===== src/rtl/ber_est_pkg.sv =====
package ber_est_pkg;

    typedef enum logic {
        ST_ARM,
        ST_COUNT
    } meas_state_t;

    localparam int unsigned RATE_W  = 3;
    localparam int unsigned PHASE_W = 3;

    // Number of pattern columns for a rate code
    function automatic logic [PHASE_W-1:0] punct_len(input logic [RATE_W-1:0] rate);
        logic [PHASE_W-1:0] len;
        case (rate)
            3'd1, 3'd2, 3'd3, 3'd4, 3'd5: len = rate + 3'd1;
            default:                      len = 3'd1;
        endcase
        return len;
    endfunction

    // Keep bits for the first two symbols; bit i of each mask is column i
    function automatic logic [1:0] punct_keep(input logic [RATE_W-1:0] rate,
                                              input logic [PHASE_W-1:0] phase);
        logic [7:0] first_m;
        logic [7:0] second_m;
        case (rate)
            3'd1: begin first_m = 8'b0000_0001; second_m = 8'b0000_0011; end
            3'd2: begin first_m = 8'b0000_0101; second_m = 8'b0000_0011; end
            3'd3: begin first_m = 8'b0000_0001; second_m = 8'b0000_1111; end
            3'd4: begin first_m = 8'b0001_0101; second_m = 8'b0000_1011; end
            3'd5: begin first_m = 8'b0010_1001; second_m = 8'b0001_0111; end
            default: begin first_m = 8'hFF; second_m = 8'hFF; end
        endcase
        return {second_m[phase], first_m[phase]};
    endfunction

endpackage


===== src/rtl/ber_rx_delay.sv =====
module ber_rx_delay #(
    parameter int unsigned N_SYM   = 2,
    parameter int unsigned SOFTW   = 3,
    parameter int unsigned LATENCY = 8
) (
    input  logic                     clk,
    input  logic                     rst,
    input  logic                     in_en,
    input  logic [N_SYM*SOFTW-1:0]   rx_sym,
    output logic [N_SYM-1:0]         hard_tail
);

    logic [N_SYM-1:0] hard_now;
    logic [N_SYM-1:0] line_q [LATENCY];

    // Sign bit of each symbol; symbol 0 sits in the top field
    for (genvar j = 0; j < N_SYM; j++) begin : g_sign
        assign hard_now[j] = rx_sym[(N_SYM-j)*SOFTW-1];
    end

    always_ff @(posedge clk or posedge rst) begin
        if (rst) begin
            for (int i = 0; i < LATENCY; i++) line_q[i] <= '0;
        end else if (in_en) begin
            line_q[0] <= hard_now;
            for (int i = 1; i < LATENCY; i++) line_q[i] <= line_q[i-1];
        end
    end

    assign hard_tail = line_q[LATENCY-1];

    // the line only moves when a vector is accepted
    p_tail_hold_r3: assert property (@(posedge clk) disable iff (rst)
        !in_en |=> $stable(hard_tail));

endmodule


===== src/rtl/ber_reencoder.sv =====
module ber_reencoder #(
    parameter int unsigned N_SYM    = 2,
    parameter int unsigned CONSTR_K = 5,
    parameter int unsigned GEN_A    = 19,
    parameter int unsigned GEN_B    = 29,
    parameter int unsigned GEN_C    = 0,
    parameter int unsigned GEN_D    = 0
) (
    input  logic             clk,
    input  logic             rst,
    input  logic             step,
    input  logic             bit_in,
    output logic [N_SYM-1:0] enc
);

    localparam int unsigned HIST_W = CONSTR_K - 1;

    logic [HIST_W-1:0]   hist_q;
    logic [CONSTR_K-1:0] window;

    // Newest bit at the top, matching the generator's top tap
    assign window = {bit_in, hist_q};

    for (genvar j = 0; j < N_SYM; j++) begin : g_tap
        localparam int unsigned GV = (j == 0) ? GEN_A :
                                     (j == 1) ? GEN_B :
                                     (j == 2) ? GEN_C : GEN_D;
        localparam logic [CONSTR_K-1:0] TAPS = GV[CONSTR_K-1:0];
        assign enc[j] = ^(window & TAPS);
    end

    always_ff @(posedge clk or posedge rst) begin
        if (rst)       hist_q <= '0;
        else if (step) hist_q <= window[CONSTR_K-1:1];
    end

    // history frozen without a decoded bit
    p_hist_hold_r10: assert property (@(posedge clk) disable iff (rst)
        !step |=> $stable(hist_q));

    // the newest history bit is the bit that was just shifted in
    p_hist_newest_r2: assert property (@(posedge clk) disable iff (rst)
        step |=> hist_q[HIST_W-1] == $past(bit_in));

endmodule


===== src/rtl/ber_punct_mask.sv =====
module ber_punct_mask
    import ber_est_pkg::*;
#(
    parameter int unsigned N_SYM = 2
) (
    input  logic              clk,
    input  logic              rst,
    input  logic              step,
    input  logic              restart,
    input  logic [RATE_W-1:0] rate,
    output logic [N_SYM-1:0]  keep
);

    logic [PHASE_W-1:0] phase_q;
    logic [PHASE_W-1:0] phase_eff;
    logic [PHASE_W:0]   phase_inc;
    logic [1:0]         pat;

    assign phase_eff = restart ? '0 : phase_q;
    assign phase_inc = {1'b0, phase_eff} + 1'b1;
    assign pat       = punct_keep(rate, phase_eff);

    for (genvar j = 0; j < N_SYM; j++) begin : g_keep
        if (j < 2) begin : g_pat
            assign keep[j] = pat[j];
        end else begin : g_all
            assign keep[j] = 1'b1;
        end
    end

    always_ff @(posedge clk or posedge rst) begin
        if (rst) begin
            phase_q <= '0;
        end else if (step) begin
            if (phase_inc >= {1'b0, punct_len(rate)}) phase_q <= '0;
            else                                      phase_q <= phase_inc[PHASE_W-1:0];
        end
    end

    // within a period the phase stays inside the pattern
    p_phase_range_r9: assert property (@(posedge clk) disable iff (rst)
        (step && !restart) |-> (phase_q < punct_len(rate)));

    // phase frozen without a decoded bit
    p_phase_hold_r10: assert property (@(posedge clk) disable iff (rst)
        !step |=> $stable(phase_q));

endmodule


===== src/rtl/ber_reencode_monitor.sv =====
module ber_reencode_monitor
    import ber_est_pkg::*;
#(
    parameter int unsigned N_SYM    = 2,
    parameter int unsigned SOFTW    = 3,
    parameter int unsigned CONSTR_K = 5,
    parameter int unsigned GEN_A    = 19,
    parameter int unsigned GEN_B    = 29,
    parameter int unsigned GEN_C    = 0,
    parameter int unsigned GEN_D    = 0,
    parameter int unsigned LATENCY  = 8,
    parameter int unsigned PERIOD_W = 24,
    parameter int unsigned CNT_W    = 16
) (
    input  logic                    clk,
    input  logic                    rst,
    input  logic                    in_en,
    input  logic [N_SYM*SOFTW-1:0]  rx_sym,
    input  logic                    dec_valid,
    input  logic                    dec_bit,
    input  logic [2:0]              rate_sel,
    input  logic [PERIOD_W-1:0]     period_len,
    output logic [CNT_W-1:0]        err_running,
    output logic [CNT_W-1:0]        err_latched
);

    localparam int unsigned ERR_W = $clog2(N_SYM + 1);
    localparam logic [CNT_W-1:0] CNT_MAX = '1;

    meas_state_t       state_q, state_d;
    logic [RATE_W-1:0] rate_q;
    logic [RATE_W-1:0] rate_eff;
    logic [PERIOD_W-1:0] rem_q, rem_now, first_len;
    logic [CNT_W-1:0]  run_q, lat_q, run_next, run_base;
    logic [CNT_W:0]    run_wide;
    logic [N_SYM-1:0]  hard_tail, enc, keep, miss;
    logic [ERR_W-1:0]  bit_errs;
    logic              arming, last_bit;

    ber_rx_delay #(
        .N_SYM(N_SYM), .SOFTW(SOFTW), .LATENCY(LATENCY)
    ) u_delay (
        .clk(clk), .rst(rst), .in_en(in_en), .rx_sym(rx_sym), .hard_tail(hard_tail)
    );

    ber_reencoder #(
        .N_SYM(N_SYM), .CONSTR_K(CONSTR_K),
        .GEN_A(GEN_A), .GEN_B(GEN_B), .GEN_C(GEN_C), .GEN_D(GEN_D)
    ) u_enc (
        .clk(clk), .rst(rst), .step(dec_valid), .bit_in(dec_bit), .enc(enc)
    );

    ber_punct_mask #(
        .N_SYM(N_SYM)
    ) u_mask (
        .clk(clk), .rst(rst), .step(dec_valid), .restart(arming),
        .rate(rate_eff), .keep(keep)
    );

    assign arming   = (state_q == ST_ARM);
    assign rate_eff = arming ? rate_sel : rate_q;
    assign miss     = (hard_tail ^ enc) & keep;

    always_comb begin
        bit_errs = '0;
        for (int j = 0; j < N_SYM; j++) bit_errs = bit_errs + ERR_W'(miss[j]);
    end

    assign first_len = (period_len == '0) ? PERIOD_W'(1) : period_len;
    assign rem_now   = arming ? (first_len - 1'b1) : (rem_q - 1'b1);
    assign last_bit  = (rem_now == '0);
    assign run_base  = arming ? '0 : run_q;
    assign run_wide  = {1'b0, run_base} + (CNT_W+1)'(bit_errs);
    assign run_next  = run_wide[CNT_W] ? CNT_MAX : run_wide[CNT_W-1:0];

    // State register
    always_ff @(posedge clk or posedge rst) begin
        if (rst) state_q <= ST_ARM;
        else     state_q <= state_d;
    end

    // Next state: ARM_TO_COUNT, ARM_TO_ARM, COUNT_TO_COUNT, COUNT_TO_ARM
    always_comb begin
        state_d = state_q;
        unique case (state_q)
            ST_ARM: begin
                if (dec_valid && !last_bit) state_d = ST_COUNT;
            end
            ST_COUNT: begin
                if (dec_valid && last_bit) state_d = ST_ARM;
            end
        endcase
    end

    // Counters and outputs
    always_ff @(posedge clk or posedge rst) begin
        if (rst) begin
            rem_q  <= '0;
            rate_q <= '0;
            run_q  <= '0;
            lat_q  <= '0;
        end else if (dec_valid) begin
            rem_q <= rem_now;
            run_q <= run_next;
            if (arming)   rate_q <= rate_sel;
            if (last_bit) lat_q  <= run_next;
        end
    end

    assign err_running = run_q;
    assign err_latched = lat_q;

    // nothing moves without a decoded bit
    p_idle_hold_r10: assert property (@(posedge clk) disable iff (rst)
        !dec_valid |=> ($stable(err_running) && $stable(err_latched)));

    // inside a period the count never falls
    p_count_grows_r4: assert property (@(posedge clk) disable iff (rst)
        (dec_valid && state_q == ST_COUNT) |=> (err_running >= $past(err_running)));

    // a fresh period starts from one bit's worth of errors
    p_restart_r5: assert property (@(posedge clk) disable iff (rst)
        (dec_valid && state_q == ST_ARM) |=> (err_running <= CNT_W'(N_SYM)));

    // a saturated count stays saturated within the period
    p_no_overflow_r6: assert property (@(posedge clk) disable iff (rst)
        (dec_valid && state_q == ST_COUNT && err_running == CNT_MAX)
            |=> (err_running == CNT_MAX));

    // the latched value only changes right after a period ends
    p_latch_at_end_r7: assert property (@(posedge clk) disable iff (rst)
        (err_latched != $past(err_latched)) |-> (state_q == ST_ARM && $past(dec_valid)));

endmodule


===== config.mk =====
export PLATFORM = sky130hd
export DESIGN_NAME = ber_reencode_monitor
export DESIGN_NICKNAME = d
export VERILOG_FILES = /design/src/rtl/ber_est_pkg.sv /design/src/rtl/ber_rx_delay.sv /design/src/rtl/ber_reencoder.sv /design/src/rtl/ber_punct_mask.sv /design/src/rtl/ber_reencode_monitor.sv
export SDC_FILE = /design/constraint.sdc
export NUM_CORES = 1
export LEC_CHECK = 0
export ABC_CLOCK_PERIOD_IN_PS = 5650
export BUFFER_PORTS_ARGS = -buffer_cell sky130_fd_sc_hd__clkbuf_2
export CORE_UTILIZATION = 40
export CTS_BUF_LIST = sky130_fd_sc_hd__clkbuf_8
export DETAILED_ROUTE_END_ITERATION = 12
export SYNTH_ARGS = -nofsm -noshare
export SYNTH_HDL_FRONTEND = slang
export SYNTH_HIERARCHICAL = 1
export SYNTH_SLANG_ARGS = --single-unit

===== constraint.sdc =====
create_clock -name clk -period 5.65 [get_ports clk]
set_input_delay 0.565 -clock clk [delete_from_list [all_inputs] [get_ports clk]]
set_output_delay 0.565 -clock clk [all_outputs]
set_load 0.1 [all_outputs]

==> results.json, run 1 <==
{
  "outcome": "complete, no violations",
  "final-max-slew-violation-count": 0,
  "yosys-top-cells-area": "sky130_fd_sc_hd__dfrtp_1, sky130_fd_sc_hd__mux2_2, sky130_fd_sc_hd__mux2_4",
  "cts-htree-levels": 3,
  "number_of_global_route_vias_before_repair": 4194,
  "cap_violations": 0,
  "worst_clock_skew_ns": 0.0117,
  "synth_edf_count": 0,
  "fp.dieArea_mm2": 0.0144,
  "synth_largest_type_area_fraction_pct": 37.4,
  "die-height_um": 120,
  "worst_pin_slew_ns": 0.850,
  "critical_path.startpoint": "period_len[0]",
  "cts-hold-fix-buffers": 0,
  "fin_setup_tns_ns": 0,
  "fin_cells": 787,
  "grt_first_pass_wirelength_um": 21000,
  "dominant_cell_type_by_area_after_synthesis": "sky130_fd_sc_hd__dfrtp_1",
  "vdd_drop_max_v": 0.000200,
  "floorplan.initialDensity_pct": 41.4,
  "average_routed_wire_per_standard_cell_um": 15.9,
  "antenna_found_initial": 0,
  "ant_nets": 0,
  "ys_seq_elements": 83,
  "cts.sinks": 83,
  "vias": 4297,
  "insertedDiodeCount": 0,
  "avgSynthCellArea_um2": 10.0,
  "syn_area_mm2": 0.00555,
  "floorplan.io_pins": 70,
  "pwr_density_cell_mw_per_mm2": 406,
  "tritoncts_clock_tree": "yes",
  "max_slew_margin_pct": 43.4,
  "worstPathArrival_ns": 5.18,
  "met3_grt_util_pct": 4.90,
  "postCtsSetupBuffers": 0,
  "period_share_pct": 86.9,
  "drt_first_pass_iters": 5,
  "rsz0062_at_grt": "false",
  "synth.yosys.seq_area_share_pct": 37.4,
  "placement_rows": 42,
  "cts_root_buffer": "sky130_fd_sc_hd__clkbuf_8",
  "worst_setup_hold_path_clk_slew_ns": 0.08,
  "worstSkewPairLatency_ns": 0.38,
  "place_congestion": 0.781,
  "netlist-cell-type-count": 70,
  "synth_warnings": 6,
  "post-route-util_pct": 45.8,
  "fin_nets": 657,
  "overflow": 0,
  "cts_resized": 0,
  "post_route_cells_drive_above_1_share_pct": 26.2,
  "syn_inst": 555,
  "via_per_inst": 5.46,
  "period_needed_ns": 4.91,
  "hpwlAfterDp_um": 8810,
  "die_width_um": 120,
  "global_route.peak_usage_layer": "met2",
  "hold_viol_final": 0,
  "crit_path_max_fanout": 17,
  "port-buffer-count": 65,
  "setup.worst_path.end_class": "flip-flop",
  "layout-area-overhead-vs-synth_pct": 10.6,
  "postRouteWirelength_um": 12500,
  "groute.layer.met2.usage_pct": 29.8,
  "timing.fmax_ghz": 0.204,
  "core_area_mm2": 0.0134,
  "synth-main-ff-cell": "sky130_fd_sc_hd__dfrtp_1",
  "power.total_mw": 2.49,
  "remaining_routing_drc_violations": 0,
  "power_leakage_nw": 2.89,
  "total_cts_buffers": 9,
  "pin_count_of_the_biggest_net_entering_global_routing": 80,
  "cp_data_required_time_ns": 5.92,
  "numPlacedInstances": 771,
  "drt_iter0_drc": 314,
  "globalRouteMet1Util_pct": 23.7,
  "setup.worst_path.start_class": "input pin",
  "synth-async-reset-ratio_pct": 100,
  "cts.path.max_buffers": 2,
  "groute.usage.overall_pct": 18.6,
  "report.final.setup_viol": 0,
  "start_to_end_type_of_the_worst_setup_path": "in -> reg",
  "hold_path_class": "in -> async",
  "syn_nets": 606
}
## routing by layer
metal  part of all wire (%)  vias to the layer above  wire length (um)
met3                    4.7                       22               586
met1                     46                     2070              5760
met2                     47                      104              5910
met4                    1.9                        0               242
li1                       -                     2101                 -
met5                      0                        -                 0
## cell usage in the layout, fill, tap and decap left out, types with 7 or more instances in the layout
cell and n:
sky130_fd_sc_hd__a21oi_1 26, sky130_fd_sc_hd__a22o_1 9, sky130_fd_sc_hd__a31oi_1 7, sky130_fd_sc_hd__clkbuf_2 65, sky130_fd_sc_hd__clkbuf_8 12, sky130_fd_sc_hd__dfrtp_1 82
sky130_fd_sc_hd__ha_1 12, sky130_fd_sc_hd__inv_1 23, sky130_fd_sc_hd__mux2_2 39, sky130_fd_sc_hd__mux2_4 19, sky130_fd_sc_hd__mux2i_1 21, sky130_fd_sc_hd__nand2_1 43
sky130_fd_sc_hd__nand2b_1 7, sky130_fd_sc_hd__nand3_1 21, sky130_fd_sc_hd__nor2_1 37, sky130_fd_sc_hd__nor3_1 13, sky130_fd_sc_hd__o21ai_0 22, sky130_fd_sc_hd__xnor2_1 23
sky130_fd_sc_hd__xor2_1 22
## layout make-up
type / count / area, um^2
tap: 176 / 220
clock inverter: 4 / 22.5
fill: 1284 / 7260
timing repair buffer: 70 / 363
inverter: 23 / 86.3
multi-input combinational: 419 / 3200
clock buffer: 12 / 165
sequential: 83 / 2080
## report_power, final
group	switching (mW)	total, mW	internal (mW)
combinational	0.693	1.18	0.482
clock	0.225	0.419	0.194
sequential	0.152	0.899	0.748
## critical path: stages
cell	delay, ns
sky130_fd_sc_hd__clkbuf_2	0.11
sky130_fd_sc_hd__or4_1	0.54
sky130_fd_sc_hd__nor4_1	0.47
sky130_fd_sc_hd__nand4_1	0.31
sky130_fd_sc_hd__a21oi_1	0.31
sky130_fd_sc_hd__inv_1	0.07
sky130_fd_sc_hd__ha_1	0.28
sky130_fd_sc_hd__o21ai_1	0.22
sky130_fd_sc_hd__or2_1	0.31
sky130_fd_sc_hd__nor3_2	0.11
sky130_fd_sc_hd__mux2i_1	0.16
sky130_fd_sc_hd__nor4b_2	0.22
sky130_fd_sc_hd__or4b_1	0.45
sky130_fd_sc_hd__or4_4	0.70
sky130_fd_sc_hd__mux2_4	0.35
## cells in the mapped netlist, types with 4 or more instances
| cell | count |
|---|---|
| sky130_fd_sc_hd__xnor2_1 | 23 |
| sky130_fd_sc_hd__nor3_1 | 13 |
| sky130_fd_sc_hd__a31oi_1 | 7 |
| sky130_fd_sc_hd__nor2_1 | 37 |
| sky130_fd_sc_hd__clkbuf_1 | 17 |
| sky130_fd_sc_hd__mux2_2 | 39 |
| sky130_fd_sc_hd__buf_6 | 5 |
| sky130_fd_sc_hd__o22ai_1 | 5 |
| sky130_fd_sc_hd__and3_1 | 5 |
| sky130_fd_sc_hd__or4_1 | 5 |
| sky130_fd_sc_hd__nand3_1 | 21 |
| sky130_fd_sc_hd__nand3b_1 | 5 |
| sky130_fd_sc_hd__a21oi_1 | 26 |
| sky130_fd_sc_hd__dfrtp_1 | 83 |
| sky130_fd_sc_hd__inv_1 | 23 |
| sky130_fd_sc_hd__o21ai_0 | 22 |
| sky130_fd_sc_hd__mux2_4 | 19 |
| sky130_fd_sc_hd__or3_1 | 5 |
| sky130_fd_sc_hd__a22o_1 | 9 |
| sky130_fd_sc_hd__nand2_1 | 43 |
| sky130_fd_sc_hd__nor4_1 | 4 |
| sky130_fd_sc_hd__xor2_1 | 22 |
| sky130_fd_sc_hd__mux2i_1 | 21 |
| sky130_fd_sc_hd__ha_1 | 12 |
| sky130_fd_sc_hd__nand2b_1 | 7 |
## stage by stage
step                      setup slack, ns  area (um^2)  hold WS (ns)
after floorplan                    0.0943         5560         0.319
after global placement              0.495         5950         0.485
after detailed placement            0.366         5950         0.482
after CTS                           0.762         6140        0.0599
after global routing                0.392         6140        0.0874
final                               0.743         6140        0.0719
## worst paths after layout
check,endpoint,slack [ns],cells after the start
setup reg to reg,err_latched[7]$_DFFE_PP0P_,0.96,10
hold reg to reg,u_delay/line_q[5]$_DFFE_PP0P_,0.50,1
min in group clk,u_delay/line_q[14]$_DFFE_PP0P_,0.42,2
max in group asynchronous,async pin,4.66,3
setup / recovery,err_latched[7]$_DFFE_PP0P_,0.74,15
hold / removal,u_mask/phase_q[0]$_DFFE_PP0P_,0.07,2
## logic make-up after synthesis
group                      synth area share, %
and+or+nand+nor                           17.9
AOI/OAI and AO/OA                         11.8
DFF                                       37.4
muxes                                     17.4
buffers and inverters                     5.00
xor gates and xnor gates                  7.39
adders and majority gates                 3.07
## sequential cells by signal, summed over array words and instances (netlist names), named ones only
name               flops
err_latched           16
err_running           16
rate_q                 3
rem_q                 24
u_delay/hard_tail      2
u_delay/line_q        14
u_enc/hist_q           4
u_mask/phase_q         3
(Power assumes the default switching activity.)
==> inputs of run 2 (changes only) <==
--- a/config.mk
+++ b/config.mk
@@ -7,10 +7,11 @@
 export LEC_CHECK = 0
 export ABC_CLOCK_PERIOD_IN_PS = 5650
-export BUFFER_PORTS_ARGS = -buffer_cell sky130_fd_sc_hd__clkbuf_2
 export CORE_UTILIZATION = 40
 export CTS_BUF_LIST = sky130_fd_sc_hd__clkbuf_8
 export DETAILED_ROUTE_END_ITERATION = 12
+export DONT_BUFFER_PORTS = 1
 export SYNTH_ARGS = -nofsm -noshare
 export SYNTH_HDL_FRONTEND = slang
 export SYNTH_HIERARCHICAL = 1
 export SYNTH_SLANG_ARGS = --single-unit
+export TNS_END_PERCENT = 100
==> constraint.sdc (replaced) <==
create_clock -name clk -period 5.65 [get_ports clk]
set_input_delay 0.565 -clock clk [delete_from_list [all_inputs] [get_ports clk]]
set_output_delay 0.565 -clock clk [all_outputs]
set_load 0.005 [all_outputs]
==> run 2 against run 1 <==
- highest routed layer unchanged
- die area stayed put
- sequential power is 0.8% higher
- hold slack better by 0.065 ns
- via count is 3.1% lower
- cell count is 8.1% lower
- fmax is 1.1% higher
- clock-buffer cell count is 3 lower
- combinational power is 20% lower
- register-to-register slack worse by 0.16 ns
- setup slack better by 0.056 ns
==> results.json, run 2 (synthesis gave the netlist of run 1 again) <==
{
  "worstPathArrival_ns": 5.18,
  "die-height_um": 120,
  "cts.sinks": 83,
  "setup.worst_path.start_class": "flip-flop",
  "ant_nets": 0,
  "start_to_end_type_of_the_worst_setup_path": "reg -> reg",
  "die_width_um": 120,
  "timing.critical_path.to": "err_latched[5]$_DFFE_PP0P_",
  "worst_setup_hold_path_clk_slew_ns": 0.09,
  "power.total_mw": 2.28,
  "period_needed_ns": 4.85,
  "insertedDiodeCount": 0,
  "hold_path_class": "in -> async",
  "worst_clock_skew_ns": 0.0154,
  "fp.dieArea_mm2": 0.0144,
  "max_slew_margin_pct": 47.3,
  "pwr_density_cell_mw_per_mm2": 391,
  "layout_commonest_cell": "sky130_fd_sc_hd__dfrtp_1",
  "rsz0062_at_grt": "false",
  "layout.filler_cells": 1288,
  "cap_violations": 0,
  "drt_first_pass_iters": 4,
  "antenna_found_initial": 0,
  "worst_pin_slew_ns": 0.790,
  "hold_viol_final": 0,
  "crit_path_max_fanout": 26,
  "fin_nets": 593,
  "most_used_cells_in_the_layout_excluding_fill_and_tap_cells": "sky130_fd_sc_hd__dfrtp_1, sky130_fd_sc_hd__nand2_1, sky130_fd_sc_hd__mux2_2",
  "timing.fmax_ghz": 0.206,
  "remaining_routing_drc_violations": 0,
  "fin_setup_tns_ns": 0,
  "cts-htree-levels": 3,
  "report.final.setup_viol": 0,
  "vdd_drop_max_v": 0.000124,
  "number_of_global_route_vias_before_repair": 4142,
  "layout-area-overhead-vs-synth_pct": 4.96,
  "tritoncts_clock_tree": "yes",
  "cts.path.max_buffers": 2,
  "drt_iter0_drc": 341,
  "worst_r2r_path_depth": 19,
  "post_route_cells_drive_above_1_share_pct": 17.2,
  "cts_root_buffer": "sky130_fd_sc_hd__clkbuf_8",
  "average_routed_wire_per_standard_cell_um": 17.2,
  "placement_rows": 42,
  "postRouteWirelength_um": 12500,
  "core_area_mm2": 0.0134,
  "layout_setup_ws_ns": 0.799,
  "pin_count_of_the_biggest_net_entering_global_routing": 75,
  "rrSetupSlack_ns": 0.80,
  "largest_register_ffs": 24,
  "port-buffer-count": 0,
  "cts_resized": 0,
  "vias": 4162,
  "top_register": "rem_q",
  "final-max-slew-violation-count": 0,
  "total_cts_buffers": 9,
  "grt_first_pass_wirelength_um": 20900,
  "rr_endpoint": "err_latched[5]$_DFFE_PP0P_",
  "floorplan.initialDensity_pct": 41.4,
  "cp_data_required_time_ns": 5.97,
  "groute.usage.overall_pct": 18.5,
  "power_leakage_nw": 2.61,
  "preCtsSetupSlack_ns": 0.474,
  "floorplan.io_pins": 70,
  "overflow": 0,
  "place_congestion": 0.856,
  "via_per_inst": 5.76,
  "hpwlAfterDp_um": 8740,
  "worstSkewPairLatency_ns": 0.38,
  "period_share_pct": 85.9,
  "outcome": "complete, no violations",
  "setup.worst_path.end_class": "flip-flop"
}
==> run 2: worst max-delay path, cell delays in order (launching register included) <==
cell,delay (ns)
sky130_fd_sc_hd__dfrtp_2,0.68
sky130_fd_sc_hd__mux2_2,0.43
sky130_fd_sc_hd__ha_1,0.20
sky130_fd_sc_hd__mux2_4,0.30
sky130_fd_sc_hd__or3_1,0.33
sky130_fd_sc_hd__o221ai_2,0.07
sky130_fd_sc_hd__nand2_1,0.10
sky130_fd_sc_hd__fa_1,0.46
sky130_fd_sc_hd__inv_1,0.07
sky130_fd_sc_hd__ha_1,0.22
sky130_fd_sc_hd__nand3_1,0.15
sky130_fd_sc_hd__inv_1,0.10
sky130_fd_sc_hd__nand4_1,0.19
sky130_fd_sc_hd__nor2_1,0.38
sky130_fd_sc_hd__and3_1,0.29
sky130_fd_sc_hd__nand3_1,0.15
sky130_fd_sc_hd__buf_4,0.25
sky130_fd_sc_hd__o21ai_0,0.13
sky130_fd_sc_hd__a31o_2,0.15
sky130_fd_sc_hd__mux2_4,0.13
==> run 2: repair_timing <==
item | in CTS | in global routing
hold buffers | 1 | 0
endpoints found under the hold margin | 7 | 0
buffers inserted | 0 | 0
==> run 2: metrics by stage <==
stage          hold WS (ns)  cells  cell area (um^2)  utilization [%]
4_1_cts               0.138    723              5830             43.5
2_1_floorplan         0.319    555              5560                -
5_1_grt               0.179    723              5830             43.5
3_5_place_dp          0.328    706              5630             42.0
3_3_place_gp          0.325    706              5630             42.0
6_report              0.137    723              5830             43.5
==> run 2: worst min-delay path by stage <==
stage / startpoint / endpoint / slack, ns / cells past startpoint
3_5_place_dp: rst / u_mask/phase_q[0]$_DFFE_PP0P_ / 0.33 / 1
2_1_floorplan: rst / u_mask/phase_q[0]$_DFFE_PP0P_ / 0.32 / 1
5_1_grt: rst / u_delay/line_q[7]$_DFFE_PP0P_ / 0.18 / 1
4_1_cts: rst / u_delay/line_q[14]$_DFFE_PP0P_ / 0.14 / 1
3_3_place_gp: rst / u_mask/phase_q[1]$_DFFE_PP0P_ / 0.32 / 1
6_report: rst / u_delay/line_q[14]$_DFFE_PP0P_ / 0.14 / 1
==> run 2: area by class of cell <==
class	count	area (um^2)	share of cell area, %
sequential	83	2080	35.7
timing repair buffer	6	47.5	0.816
tap	176	220	3.78
clock inverter	7	67.6	1.16
multi-input combinational	419	3200	55.0
clock buffer	9	124	2.13
inverter	23	86.3	1.48
==> run 2: metal layers <==
| layer | wire [um] | track usage (%) | up-vias |
|---|---|---|---|
| met5 | 0 | 0 | - |
| met4 | 335 | 8.44 | 0 |
| met3 | 622 | 3.56 | 22 |
| met2 | 5960 | 30.1 | 92 |
| met1 | 5550 | 23.6 | 2072 |
| li1 | - | - | 1976 |
==> run 2: where the power goes <==
part	leakage, nW	switching (mW)	internal, mW
Sequential	1.03	0.159	0.747
Clock	0.103	0.231	0.204
Combinational	1.48	0.481	0.458
